==> config.mk <==
export PLATFORM = sky130hd
export DESIGN_NAME = warp_issue_sched
export DESIGN_NICKNAME = d
export VERILOG_FILES = /design/src/rtl/wsched_pkg.sv /design/src/rtl/wsched_scoreboard.sv /design/src/rtl/wsched_age.sv /design/src/rtl/wsched_pick.sv /design/src/rtl/warp_issue_sched.sv
export SDC_FILE = /design/constraint.sdc
export NUM_CORES = 1
export LEC_CHECK = 0
export BUFFER_PORTS_ARGS = -buffer_cell sky130_fd_sc_hd__buf_2
export CELL_PAD_IN_SITES_DETAIL_PLACEMENT = 1
export CELL_PAD_IN_SITES_GLOBAL_PLACEMENT = 1
export CORE_ASPECT_RATIO = 1.25
export CORE_MARGIN = 3
export CORE_UTILIZATION = 46
export CTS_CLUSTER_SIZE = 12
export DETAILED_ROUTE_END_ITERATION = 8
export PLACE_DENSITY_LB_ADDON = 0.15
export REMOVE_ABC_BUFFERS = 1
export SLEW_MARGIN = 20
export SYNTH_ARGS = -nofsm -noshare
export SYNTH_HDL_FRONTEND = slang
export SYNTH_HIERARCHICAL = 1
export SYNTH_SLANG_ARGS = --single-unit
==> constraint.sdc <==
create_clock -name clk -period 56.9 [get_ports clk]
set_input_delay 8.535 -clock clk [delete_from_list [all_inputs] [get_ports clk]]
set_output_delay 8.535 -clock clk [all_outputs]
set_load 0.1 [all_outputs]
==> src/rtl/wsched_pkg.sv <==
package wsched_pkg;

  typedef enum logic {
    PORT_IDLE = 1'b0,
    PORT_BUSY = 1'b1
  } port_state_e;

  // index width for a count of n items, at least one bit
  function automatic int unsigned idx_w(input int unsigned n);
    return (n > 1) ? $clog2(n) : 1;
  endfunction

endpackage

==> src/rtl/wsched_scoreboard.sv <==
module wsched_scoreboard
  import wsched_pkg::*;
#(
  parameter int unsigned NUM_WARPS = 16,
  parameter int unsigned NUM_REGS  = 8,
  parameter int unsigned INSTR_W   = 16
) (
  input  logic                           clk,
  input  logic                           rst,
  input  logic [NUM_WARPS-1:0]           instr_valid_i,
  input  logic [NUM_WARPS*INSTR_W-1:0]   instr_i,
  input  logic                           wb_valid_i,
  input  logic [idx_w(NUM_WARPS)-1:0]    wb_warp_i,
  input  logic [idx_w(NUM_REGS)-1:0]     wb_reg_i,
  input  logic                           set_valid_i,
  input  logic [idx_w(NUM_WARPS)-1:0]    set_warp_i,
  output logic [NUM_WARPS-1:0]           elig_o,
  output logic [NUM_WARPS*NUM_REGS-1:0]  pend_o
);
  localparam int unsigned WIDW = idx_w(NUM_WARPS);
  localparam int unsigned RW   = idx_w(NUM_REGS);

  for (genvar w = 0; w < NUM_WARPS; w++) begin : g_warp
    logic [NUM_REGS-1:0] pend_q;
    logic [NUM_REGS-1:0] clr_vec;
    logic [NUM_REGS-1:0] set_vec;
    logic [NUM_REGS-1:0] live;
    logic [RW-1:0]       dst_r;
    logic [RW-1:0]       src_a;
    logic [RW-1:0]       src_b;

    assign dst_r = instr_i[w*INSTR_W +: RW];
    assign src_a = instr_i[w*INSTR_W + RW +: RW];
    assign src_b = instr_i[w*INSTR_W + 2*RW +: RW];

    always_comb begin
      clr_vec = '0;
      if (wb_valid_i && (wb_warp_i == WIDW'(w))) clr_vec[wb_reg_i] = 1'b1;
    end

    always_comb begin
      set_vec = '0;
      if (set_valid_i && (set_warp_i == WIDW'(w))) set_vec[dst_r] = 1'b1;
    end

    // a writeback presented this cycle already frees its register
    assign live = pend_q & ~clr_vec;

    assign elig_o[w] = instr_valid_i[w] & ~live[src_a] & ~live[src_b] & ~live[dst_r];

    // the newly issued destination wins over a same-cycle clear
    always_ff @(posedge clk) begin
      if (rst) pend_q <= '0;
      else     pend_q <= live | set_vec;
    end

    assign pend_o[w*NUM_REGS +: NUM_REGS] = pend_q;
  end

endmodule

==> src/rtl/wsched_age.sv <==
module wsched_age
  import wsched_pkg::*;
#(
  parameter int unsigned NUM_WARPS = 16,
  parameter int unsigned AGE_W     = 4
) (
  input  logic                          clk,
  input  logic                          rst,
  input  logic [NUM_WARPS-1:0]          instr_valid_i,
  input  logic                          grant_valid_i,
  input  logic [idx_w(NUM_WARPS)-1:0]   grant_warp_i,
  output logic [NUM_WARPS*AGE_W-1:0]    age_o
);
  localparam int unsigned WIDW = idx_w(NUM_WARPS);

  for (genvar w = 0; w < NUM_WARPS; w++) begin : g_age
    logic [AGE_W-1:0] age_q;
    logic             took;

    assign took = grant_valid_i && (grant_warp_i == WIDW'(w));

    always_ff @(posedge clk) begin
      if (rst)                            age_q <= '0;
      else if (!instr_valid_i[w] || took) age_q <= '0;
      else if (age_q != '1)               age_q <= age_q + 1'b1;
    end

    assign age_o[w*AGE_W +: AGE_W] = age_q;
  end

endmodule

==> src/rtl/wsched_pick.sv <==
module wsched_pick
  import wsched_pkg::*;
#(
  parameter int unsigned NUM_WARPS = 16,
  parameter int unsigned AGE_W     = 4
) (
  input  logic [NUM_WARPS-1:0]          elig_i,
  input  logic [NUM_WARPS*AGE_W-1:0]    age_i,
  output logic                          any_o,
  output logic [idx_w(NUM_WARPS)-1:0]   warp_o
);
  localparam int unsigned WIDW = idx_w(NUM_WARPS);

  logic [AGE_W-1:0] best;

  // strict greater-than keeps the lower index on equal ages
  always_comb begin
    any_o  = 1'b0;
    warp_o = '0;
    best   = '0;
    for (int w = 0; w < NUM_WARPS; w++) begin
      if (elig_i[w] && (!any_o || (age_i[w*AGE_W +: AGE_W] > best))) begin
        any_o  = 1'b1;
        warp_o = WIDW'(w);
        best   = age_i[w*AGE_W +: AGE_W];
      end
    end
  end

endmodule

==> src/rtl/warp_issue_sched.sv <==
module warp_issue_sched
  import wsched_pkg::*;
#(
  parameter int unsigned NUM_WARPS = 16,
  parameter int unsigned NUM_REGS  = 8,
  parameter int unsigned INSTR_W   = 16,
  parameter int unsigned DISPATCH  = 4,
  parameter int unsigned AGE_W     = 4
) (
  input  logic                                clk,
  input  logic                                rst,
  input  logic [NUM_WARPS-1:0]                instr_valid_i,
  input  logic [NUM_WARPS*INSTR_W-1:0]        instr_i,
  input  logic                                wb_valid_i,
  input  logic [idx_w(NUM_WARPS)-1:0]         wb_warp_i,
  input  logic [idx_w(NUM_REGS)-1:0]          wb_reg_i,
  output logic                                issue_valid_o,
  output logic [idx_w(DISPATCH)-1:0]          issue_beat_o,
  output logic [idx_w(NUM_WARPS)-1:0]         issue_warp_o,
  output logic [INSTR_W-1:0]                  issue_instr_o
);
  localparam int unsigned WIDW = idx_w(NUM_WARPS);
  localparam int unsigned BW   = idx_w(DISPATCH);
  localparam logic [BW-1:0] LAST_BEAT = BW'(DISPATCH - 1);

  logic [NUM_WARPS-1:0]          elig_w;
  logic [NUM_WARPS*NUM_REGS-1:0] pend_w;
  logic [NUM_WARPS*AGE_W-1:0]    age_w;
  logic                          pick_any;
  logic [WIDW-1:0]               pick_warp;
  logic [INSTR_W-1:0]            pick_word;
  logic                          slot_free;
  logic                          grant;

  port_state_e        st_q;
  logic [BW-1:0]      beat_q;
  logic [WIDW-1:0]    warp_q;
  logic [INSTR_W-1:0] instr_q;

  wsched_scoreboard #(
    .NUM_WARPS(NUM_WARPS), .NUM_REGS(NUM_REGS), .INSTR_W(INSTR_W)
  ) sb_i (
    .clk(clk), .rst(rst),
    .instr_valid_i(instr_valid_i), .instr_i(instr_i),
    .wb_valid_i(wb_valid_i), .wb_warp_i(wb_warp_i), .wb_reg_i(wb_reg_i),
    .set_valid_i(grant), .set_warp_i(pick_warp),
    .elig_o(elig_w), .pend_o(pend_w)
  );

  wsched_age #(
    .NUM_WARPS(NUM_WARPS), .AGE_W(AGE_W)
  ) age_i (
    .clk(clk), .rst(rst),
    .instr_valid_i(instr_valid_i),
    .grant_valid_i(grant), .grant_warp_i(pick_warp),
    .age_o(age_w)
  );

  wsched_pick #(
    .NUM_WARPS(NUM_WARPS), .AGE_W(AGE_W)
  ) pick_i (
    .elig_i(elig_w), .age_i(age_w),
    .any_o(pick_any), .warp_o(pick_warp)
  );

  always_comb begin
    pick_word = '0;
    for (int w = 0; w < NUM_WARPS; w++) begin
      if (pick_warp == WIDW'(w)) pick_word = instr_i[w*INSTR_W +: INSTR_W];
    end
  end

  // the slot opens on the last beat, so the next warp follows with no gap
  assign slot_free = (st_q == PORT_IDLE) || (beat_q == LAST_BEAT);
  assign grant     = slot_free && pick_any;

  always_ff @(posedge clk) begin
    if (rst) begin
      st_q    <= PORT_IDLE;
      beat_q  <= '0;
      warp_q  <= '0;
      instr_q <= '0;
    end else if (grant) begin
      st_q    <= PORT_BUSY;
      beat_q  <= '0;
      warp_q  <= pick_warp;
      instr_q <= pick_word;
    end else if (slot_free) begin
      st_q    <= PORT_IDLE;
      beat_q  <= '0;
    end else begin
      beat_q  <= beat_q + 1'b1;
    end
  end

  assign issue_valid_o = (st_q == PORT_BUSY);
  assign issue_beat_o  = beat_q;
  assign issue_warp_o  = warp_q;
  assign issue_instr_o = instr_q;

endmodule

# Word level (Yosys, flattened, before mapping)
# Index checks and enable logic that the tools add are counted.
[word_totals]
reg_bits = 215
input_bits = 282
output_inout_bits = 23
word_cells = 700
[op_classes]
add_sub_neg = 17
order_cmp = 81
n_eq_ne = 47
muxes = 226
n_bitwise = 145
n_reduce_logical = 148
[op_table]
columns = ["op", "n"]
rows = [
  ["2-to-1 mux 16 bit", 16],
  ["2-to-1 mux 8 bit", 32],
  ["less-than comparator 3 x 4 -> 1 bit (second input constant)", 49],
  ["binary-select mux 1 bit (select 3 bit)", 48],
  ["AND 8 bit", 16],
  ["NOT 8 bit", 16],
  ["bitwise OR 8 bit", 16],
  ["2-to-1 mux 4 bit", 23],
  ["2-to-1 mux 1 bit", 84],
  ["logical AND 1 bit", 65],
  ["adder 4 x 1 -> 4 bit (second input constant)", 16],
  ["== test 4 bit (second input constant)", 16],
  ["!= test 4 bit (second input constant)", 16],
  ["greater-than comparator 4 bit", 15],
  ["demux 1 bit (select 3 bit)", 17],
  ["greater-or-equal comparator 3 x 1 -> 1 bit (second input constant)", 17],
  ["NOT 1 bit", 49],
  ["AND 1 bit", 48],
  ["== test 4 x 3 -> 1 bit (second input constant)", 8],
  ["logical OR 1 bit", 32],
  ["OR reduction 2 bit", 16],
  ["logical NOT 1 bit", 31],
  ["== test 4 x 2 -> 1 bit (second input constant)", 4],
  ["2-to-1 mux 3 bit", 4],
  ["other kinds (7)", 10],
]

# Longest topological paths before layout
[depth]
word_depth = 91
ltp_mapped = 148
depth_no_buf = 135

# Cells and area by module
# The synthesis kept the hierarchy.
[modules_own_cells]
columns = ["mod", "instances", "cells_each", "area_per_inst_um2", "seq_area_each_um2"]
rows = [
  ["wsched_scoreboard", 1, 1214, 9474.1, 2562.5],
  ["warp_issue_sched", 1, 466, 3498.4, 460.4],
  ["wsched_pick", 1, 440, 3178.0, 0.0],
  ["wsched_age", 1, 309, 2808.9, 1281.2],
]

# Least setup slack after synthesis
# No wires, ideal clock.
[synth_path]
path_type = "input -> register"
start = "in wb_warp_i[1]"
end = "reg instr_q[7] (netlist: issue_instr_o[7])"
setup_time_ns = 0.122
t_arrival_ns = 33.174
setup_slack_ns = 23.604
path_stages = 135
n_path_buf = 11
path_cell_list = "clkbuf_1 > or4b_1 > o21ai_0 > mux4_2 > nor2_1 > a2111oi_2 > buf_4 > and2_1 > inv_1 > ha_1 > and4_1 > a21o_1 > a31oi_2 > a32oi_1 > ha_1 > nor2b_1 > o211ai_1 > a21o_1 > [... 99 more ...] > or3_1 > o21ai_0 > a31o_1 > ha_1 > nor2b_1 > o21ai_0 > nand2b_1 > a21oi_1 > a41oi_1 > o21a_1 > a311o_1 > buf_6 > or2_1 > clkbuf_2 > o21a_1 > a222oi_1 > nor4_1 > a221o_1"
[synth_between]
elab_chain_len = 89
word_cells_on_any_way = 411
classes_between = "order compare: 15; eq/ne: 30; mux: 174; bitwise: 128; reduce/logical: 64"
[synth_lines]
columns = ["item", "line", "text"]
rows = [
  ["from (decl)", "warp_issue_sched.sv:15", "input logic [idx_w(NUM_WARPS)-1:0] wb_warp_i,"],
  ["logical NOT 4 bit *", "wsched_scoreboard.sv:38", "if (wb_valid_i && (wb_warp_i == WIDW'(w))) clr_vec[wb_reg_i] = 1'b1;"],
  ["logical AND 1 bit *", "wsched_scoreboard.sv:38", ""],
  ["2-to-1 mux 8 bit *", "wsched_scoreboard.sv:38", ""],
  ["NOT 8 bit *", "wsched_scoreboard.sv:47", "assign live = pend_q & ~clr_vec;"],
  ["AND 8 bit *", "wsched_scoreboard.sv:47", ""],
  ["binary-select mux 1 bit (select 3 bit)", "wsched_scoreboard.sv:49", "assign elig_o[w] = instr_valid_i[w] & ~live[src_a] & ~live[src_b] & ~live[dst_r];"],
  ["2-to-1 mux 1 bit (implied by the code)", "wsched_scoreboard.sv:49", ""],
  ["NOT 1 bit", "wsched_scoreboard.sv:49", ""],
  ["[... 3 more ...]", "-", ""],
  ["net elig_w[0]", "warp_issue_sched.sv:26", "logic [NUM_WARPS-1:0] elig_w;"],
  ["[... 57 more ...]", "-", ""],
  ["greater-than comparator 4 bit / logical NOT 1 bit (equally long branches)", "wsched_pick.sv:22", "if (elig_i[w] && (!any_o || (age_i[w*AGE_W +: AGE_W] > best))) begin"],
  ["logical OR 1 bit", "wsched_pick.sv:22", ""],
  ["logical AND 1 bit", "wsched_pick.sv:22", ""],
  ["2-to-1 mux 4 bit *", "wsched_pick.sv:22", ""],
  ["net pick_warp[0]", "warp_issue_sched.sv:30", "logic [WIDW-1:0] pick_warp;"],
  ["logical NOT 4 bit", "warp_issue_sched.sv:69", "if (pick_warp == WIDW'(w)) pick_word = instr_i[w*INSTR_W +: INSTR_W];"],
  ["2-to-1 mux 16 bit (15 in a row)", "warp_issue_sched.sv:69", ""],
  ["2-to-1 mux 16 bit *", "warp_issue_sched.sv:69", ""],
  ["to (signal assigned)", "warp_issue_sched.sv:87", "instr_q <= pick_word;"],
  ["to (decl)", "warp_issue_sched.sv:38", "logic [INSTR_W-1:0] instr_q;"],
]
# Mark *: on every way through the listed nets, which the timed path passes. The rest lies on a longest branch. The select of a mux whose other input is x is not followed.
# A chain may end at the register's enable or synchronous reset.

# Worst setup path in the final report
[layout_path]
start = "in wb_warp_i[0]"
end = "reg instr_q[1] (netlist: issue_instr_o[1])"
[layout_between]
word_cells_on_any_way = 411
classes_between = "order compare: 15; eq/ne: 30; mux: 174; bitwise: 128; reduce/logical: 64"
[layout_lines]
columns = ["item", "line"]
rows = [
  ["== test 4 x 1 -> 1 bit *", "wsched_scoreboard.sv:38"],
  ["logical AND 1 bit *", "wsched_scoreboard.sv:38"],
  ["2-to-1 mux 8 bit *", "wsched_scoreboard.sv:38"],
  ["NOT 8 bit *", "wsched_scoreboard.sv:47"],
  ["AND 8 bit *", "wsched_scoreboard.sv:47"],
  ["binary-select mux 1 bit (select 3 bit)", "wsched_scoreboard.sv:49"],
  ["2-to-1 mux 1 bit (implied by the code)", "wsched_scoreboard.sv:49"],
  ["NOT 1 bit", "wsched_scoreboard.sv:49"],
  ["[... 3 more ...]", "-"],
  ["net elig_w[1]", "warp_issue_sched.sv:26"],
  ["[... 54 more ...]", "-"],
  ["greater-than comparator 4 bit / logical NOT 1 bit (equally long branches)", "wsched_pick.sv:22"],
  ["logical OR 1 bit", "wsched_pick.sv:22"],
  ["logical AND 1 bit", "wsched_pick.sv:22"],
  ["2-to-1 mux 4 bit *", "wsched_pick.sv:22"],
  ["net pick_warp[2]", "warp_issue_sched.sv:30"],
  ["logical NOT 4 bit", "warp_issue_sched.sv:69"],
  ["2-to-1 mux 16 bit (15 in a row)", "warp_issue_sched.sv:69"],
  ["2-to-1 mux 16 bit *", "warp_issue_sched.sv:69"],
]
# Marks and branches as above.

==> qor.csv <==
stage,metric,value,unit
run_status,status,"finished, final reports clean",
clocking,Resized cells post-CTS,0,
worst_setup_path,maximum net fanout on the critical path,32,
clocking,TritonCTS Buffers,27,
placement,Final HPWL DP,65.36,mm
grt,largest net degree at the start of global routing,72,
layout,final non-filler cell total,3217,
floorplan,Initial Util,0.4690,
worst_setup_path,Worst Path Required,57.37,ns
floorplan,Die Wd,187.6,um
drt,WL/cell,26.65,um
worst_setup_path,cell mode on critical path,ha_1,
worst_setup_path,CP peak stage delay,0.92,ns
timing,FMAX,25.85,MHz
synthesis,post-synthesis cell count,2429,
floorplan,I/O Pins,305,
drt,WL met1,33.47,mm
clocking,CTS Root Buffer Type,clkbuf_16,
grt,grt ovf,0,
hold_path,Worst Hold Class,flop to flop,
timing,RSZ-0062 raised after global routing,no,
timing,worst slew pin tran,1.297,ns
grt,Total GRT Usage,0.3736,
layout,share of layout cells above drive strength 1,0.1901,
worst_setup_path,Setup crit start kind,primary input,
synthesis,Post-synth EDFFs,0,
timing,Max-slew headroom,0.1336,
worst_setup_path,CP arrival,39.15,ns
synthesis,Yosys cell types,117,
grt,first-pass GRT wire length,129.0,mm
synthesis,"Primary FF master, synth",dfxtp_1,
placement,GPL Wtd Cong,0.9942,
worst_setup_path,crit path max-delay cell type,nand4bb_1,
worst_setup_path,crit path kind,primary input to flop,
clocking,H-tree levels,1,
drt,drt pass-1 iters,6,
timing,Final min period,38.69,ns
drt,DRC violations left,0,
synthesis,"Seq/Total Area, Yosys",0.2270,
layout,FILL cells,5192,
placement,Post-Place Cells,3161,
worst_setup_path,critical path capture point type,flop,
floorplan,Die Y,233.0,um
clocking,setup repair bufs after CTS,0,
timing,final count of pins violating max slew,0,
synthesis,Mapped Avg Cell Area,7.805,sq um
grt,initial antenna violation count,17,
clocking,CTS Sinks,215,
grt,vias in the first global route,21874,
synthesis,"flops & latches, synth",215,
clocking,Clock Latency Late Sink,0.57,ns
clocking,hold_buf cts,0,
worst_setup_path,WP buf/inv,7,
synthesis,yosys warns,6,
placement,Port Buffer Count,304,
drt,routed wire length,85.72,mm
floorplan,Std-Cell Rows,82,
timing,clock skew,0.01607,ns
drt,Via-to-Cell Ratio,6.790,
clocking,"Clk pin slew, worst setup/hold paths",0.06,ns
drt,DRT antenna net count,0,
synthesis,Synth Cell Area,18960,sq um
layout,area grow syn2layout,13.77,%
timing,Fin. Hold Viols,0,
timing,setup TNS,0,ns
layout,Final #Nets,2995,
timing,Setup-failing EPs final,0,
clocking,CTS tree,built,
clocking,Max clock buf depth,3,
drt,top layer in use,met5,
floorplan,core area,40420,sq um
drt,met2 wire len,39.51,mm
drt,vias after detailed routing,21843,
floorplan,DIE AREA,43700,sq um
timing,Final period util,0.6799,
drt,DRT iter0 DRCs,1916,
worst_setup_path,"delay-heaviest family, CP",compound AO/OA/AOI/OAI gates,
flow_run,maxcap violations,0,
synthesis,"Async S/R FF share, synth",0,
drt,met3 WL post-DR,7.074,mm
placed cells by master, fill, tap and decap left out, drive strengths merged, types with 19 or more instances in the layout:
cell and n:
a211oi 32, a21oi 211, a31oi 45, and3 27, buf 325, clkbuf 39, dfxtp 215, ha 69
inv 69, mux2 32, mux2i 106, mux4 36, nand2 215, nand2b 45, nand3 112, nand3b 25
nand4 20, nor2 212, nor2b 71, nor3 57, nor3b 34, o211ai 32, o21a 26, o21ai 196
o22ai 33, or3 19
kinds of logic after synthesis:
family | count (synthesis) | share of synthesized area
AOI/OAI and AO/OA | 805 | 0.2850
muxes | 174 | 0.1193
buffers and inverters | 210 | 0.05141
DFF | 215 | 0.2270
adders and majority gates | 70 | 0.04606
xor gates and xnor gates | 16 | 0.007391
and+or+nand+nor | 939 | 0.2639
cells in the mapped netlist, types with 20 or more instances:
| cell type | n | area (sq um) |
|---|---|---|
| mux2i_1 | 103 | 1031 |
| o21ai_1 | 29 | 145.1 |
| buf_2 | 41 | 205.2 |
| nor3_1 | 57 | 285.3 |
| nor2b_1 | 70 | 437.9 |
| nor3b_1 | 32 | 240.2 |
| o21ai_0 | 160 | 800.8 |
| mux2_2 | 32 | 360.4 |
| nor2_1 | 209 | 784.5 |
| clkbuf_1 | 61 | 229.0 |
| nand2_1 | 215 | 807.0 |
| a211oi_1 | 27 | 202.7 |
| a21oi_1 | 210 | 1051 |
| ha_1 | 69 | 863.3 |
| o21a_1 | 26 | 195.2 |
| mux4_2 | 36 | 810.8 |
| o211ai_1 | 32 | 240.2 |
| o22ai_1 | 33 | 206.5 |
| nand3b_1 | 25 | 187.7 |
| and3_1 | 27 | 168.9 |
| a31oi_1 | 43 | 269.0 |
| inv_1 | 68 | 255.2 |
| nand2b_1 | 45 | 281.5 |
| dfxtp_1 | 215 | 4304 |
| nand4_1 | 20 | 125.1 |
| nand3_1 | 111 | 555.5 |
state kept, by name, indices dropped and copies added (netlist names):
| register | count |
|---|---|
| sb_i/g_warp.pend_q | 128 |
| age_i/g_age.age_q | 64 |
| issue_warp_o | 4 |
| issue_valid_o | 1 |
| issue_beat_o | 2 |
| issue_instr_o | 16 |
layout make-up:
type                            instances  area, sq um  share of cell area
Antenna cell                            9        22.52            0.001044
Clock buffer                           39        790.8             0.03666
Clock inverter                          8        118.9            0.005511
Inverter                               71        266.5             0.01236
Multi-Input combinational cell       2004        13700              0.6352
Sequential cell                       215         4304              0.1995
Tap cell                              546        683.2             0.03167
Timing Repair Buffer                  325         1682             0.07796
worst register-to-register path, delay by kind of cell, from the launching register on:
kind,cells,cell delay (ns)
simple gates,34,6.67
buf+inv,6,0.73
fa+ha+maj,16,4.77
compound gates,68,15.99
flops,1,0.31
mux,3,1.09
worst paths after layout:
path / startpoint / to / slack, ns / cells past startpoint
max reg2reg: sb_i/g_warp[0].pend_q[6] / issue_instr_o[1] / 27.27 / 127
max: wb_warp_i[0] / issue_instr_o[1] / 18.21 / 127
min reg2reg: issue_warp_o[1] / issue_warp_o[1] / 0.47 / 2
min: issue_warp_o[1] / issue_warp_o[1] / 0.47 / 2
metrics by stage:
step	utilization	area, sq um	setup WS (ns)	hold slack, ns
4_1_cts	0.5330	21550	18.71	0.4592
2_1_floorplan	-	18250	18.39	0.4437
5_1_grt	0.5334	21560	15.83	0.4886
3_5_place_dp	0.5105	20640	18.18	0.4518
6_report	0.5336	21570	18.21	0.4666
3_3_place_gp	0.5105	20640	19.69	0.4399
layer usage:
layer | up-vias | track usage
met1 | 10770 | 0.4558
met5 | - | 0
li1 | 9713 | -
met4 | 18 | 0.2123
met3 | 292 | 0.07128
met2 | 1050 | 0.6178
Power is left out: the tool's default activity adds up to more than one toggle a clock period on the data nets, which glitch-free logic cannot reach.
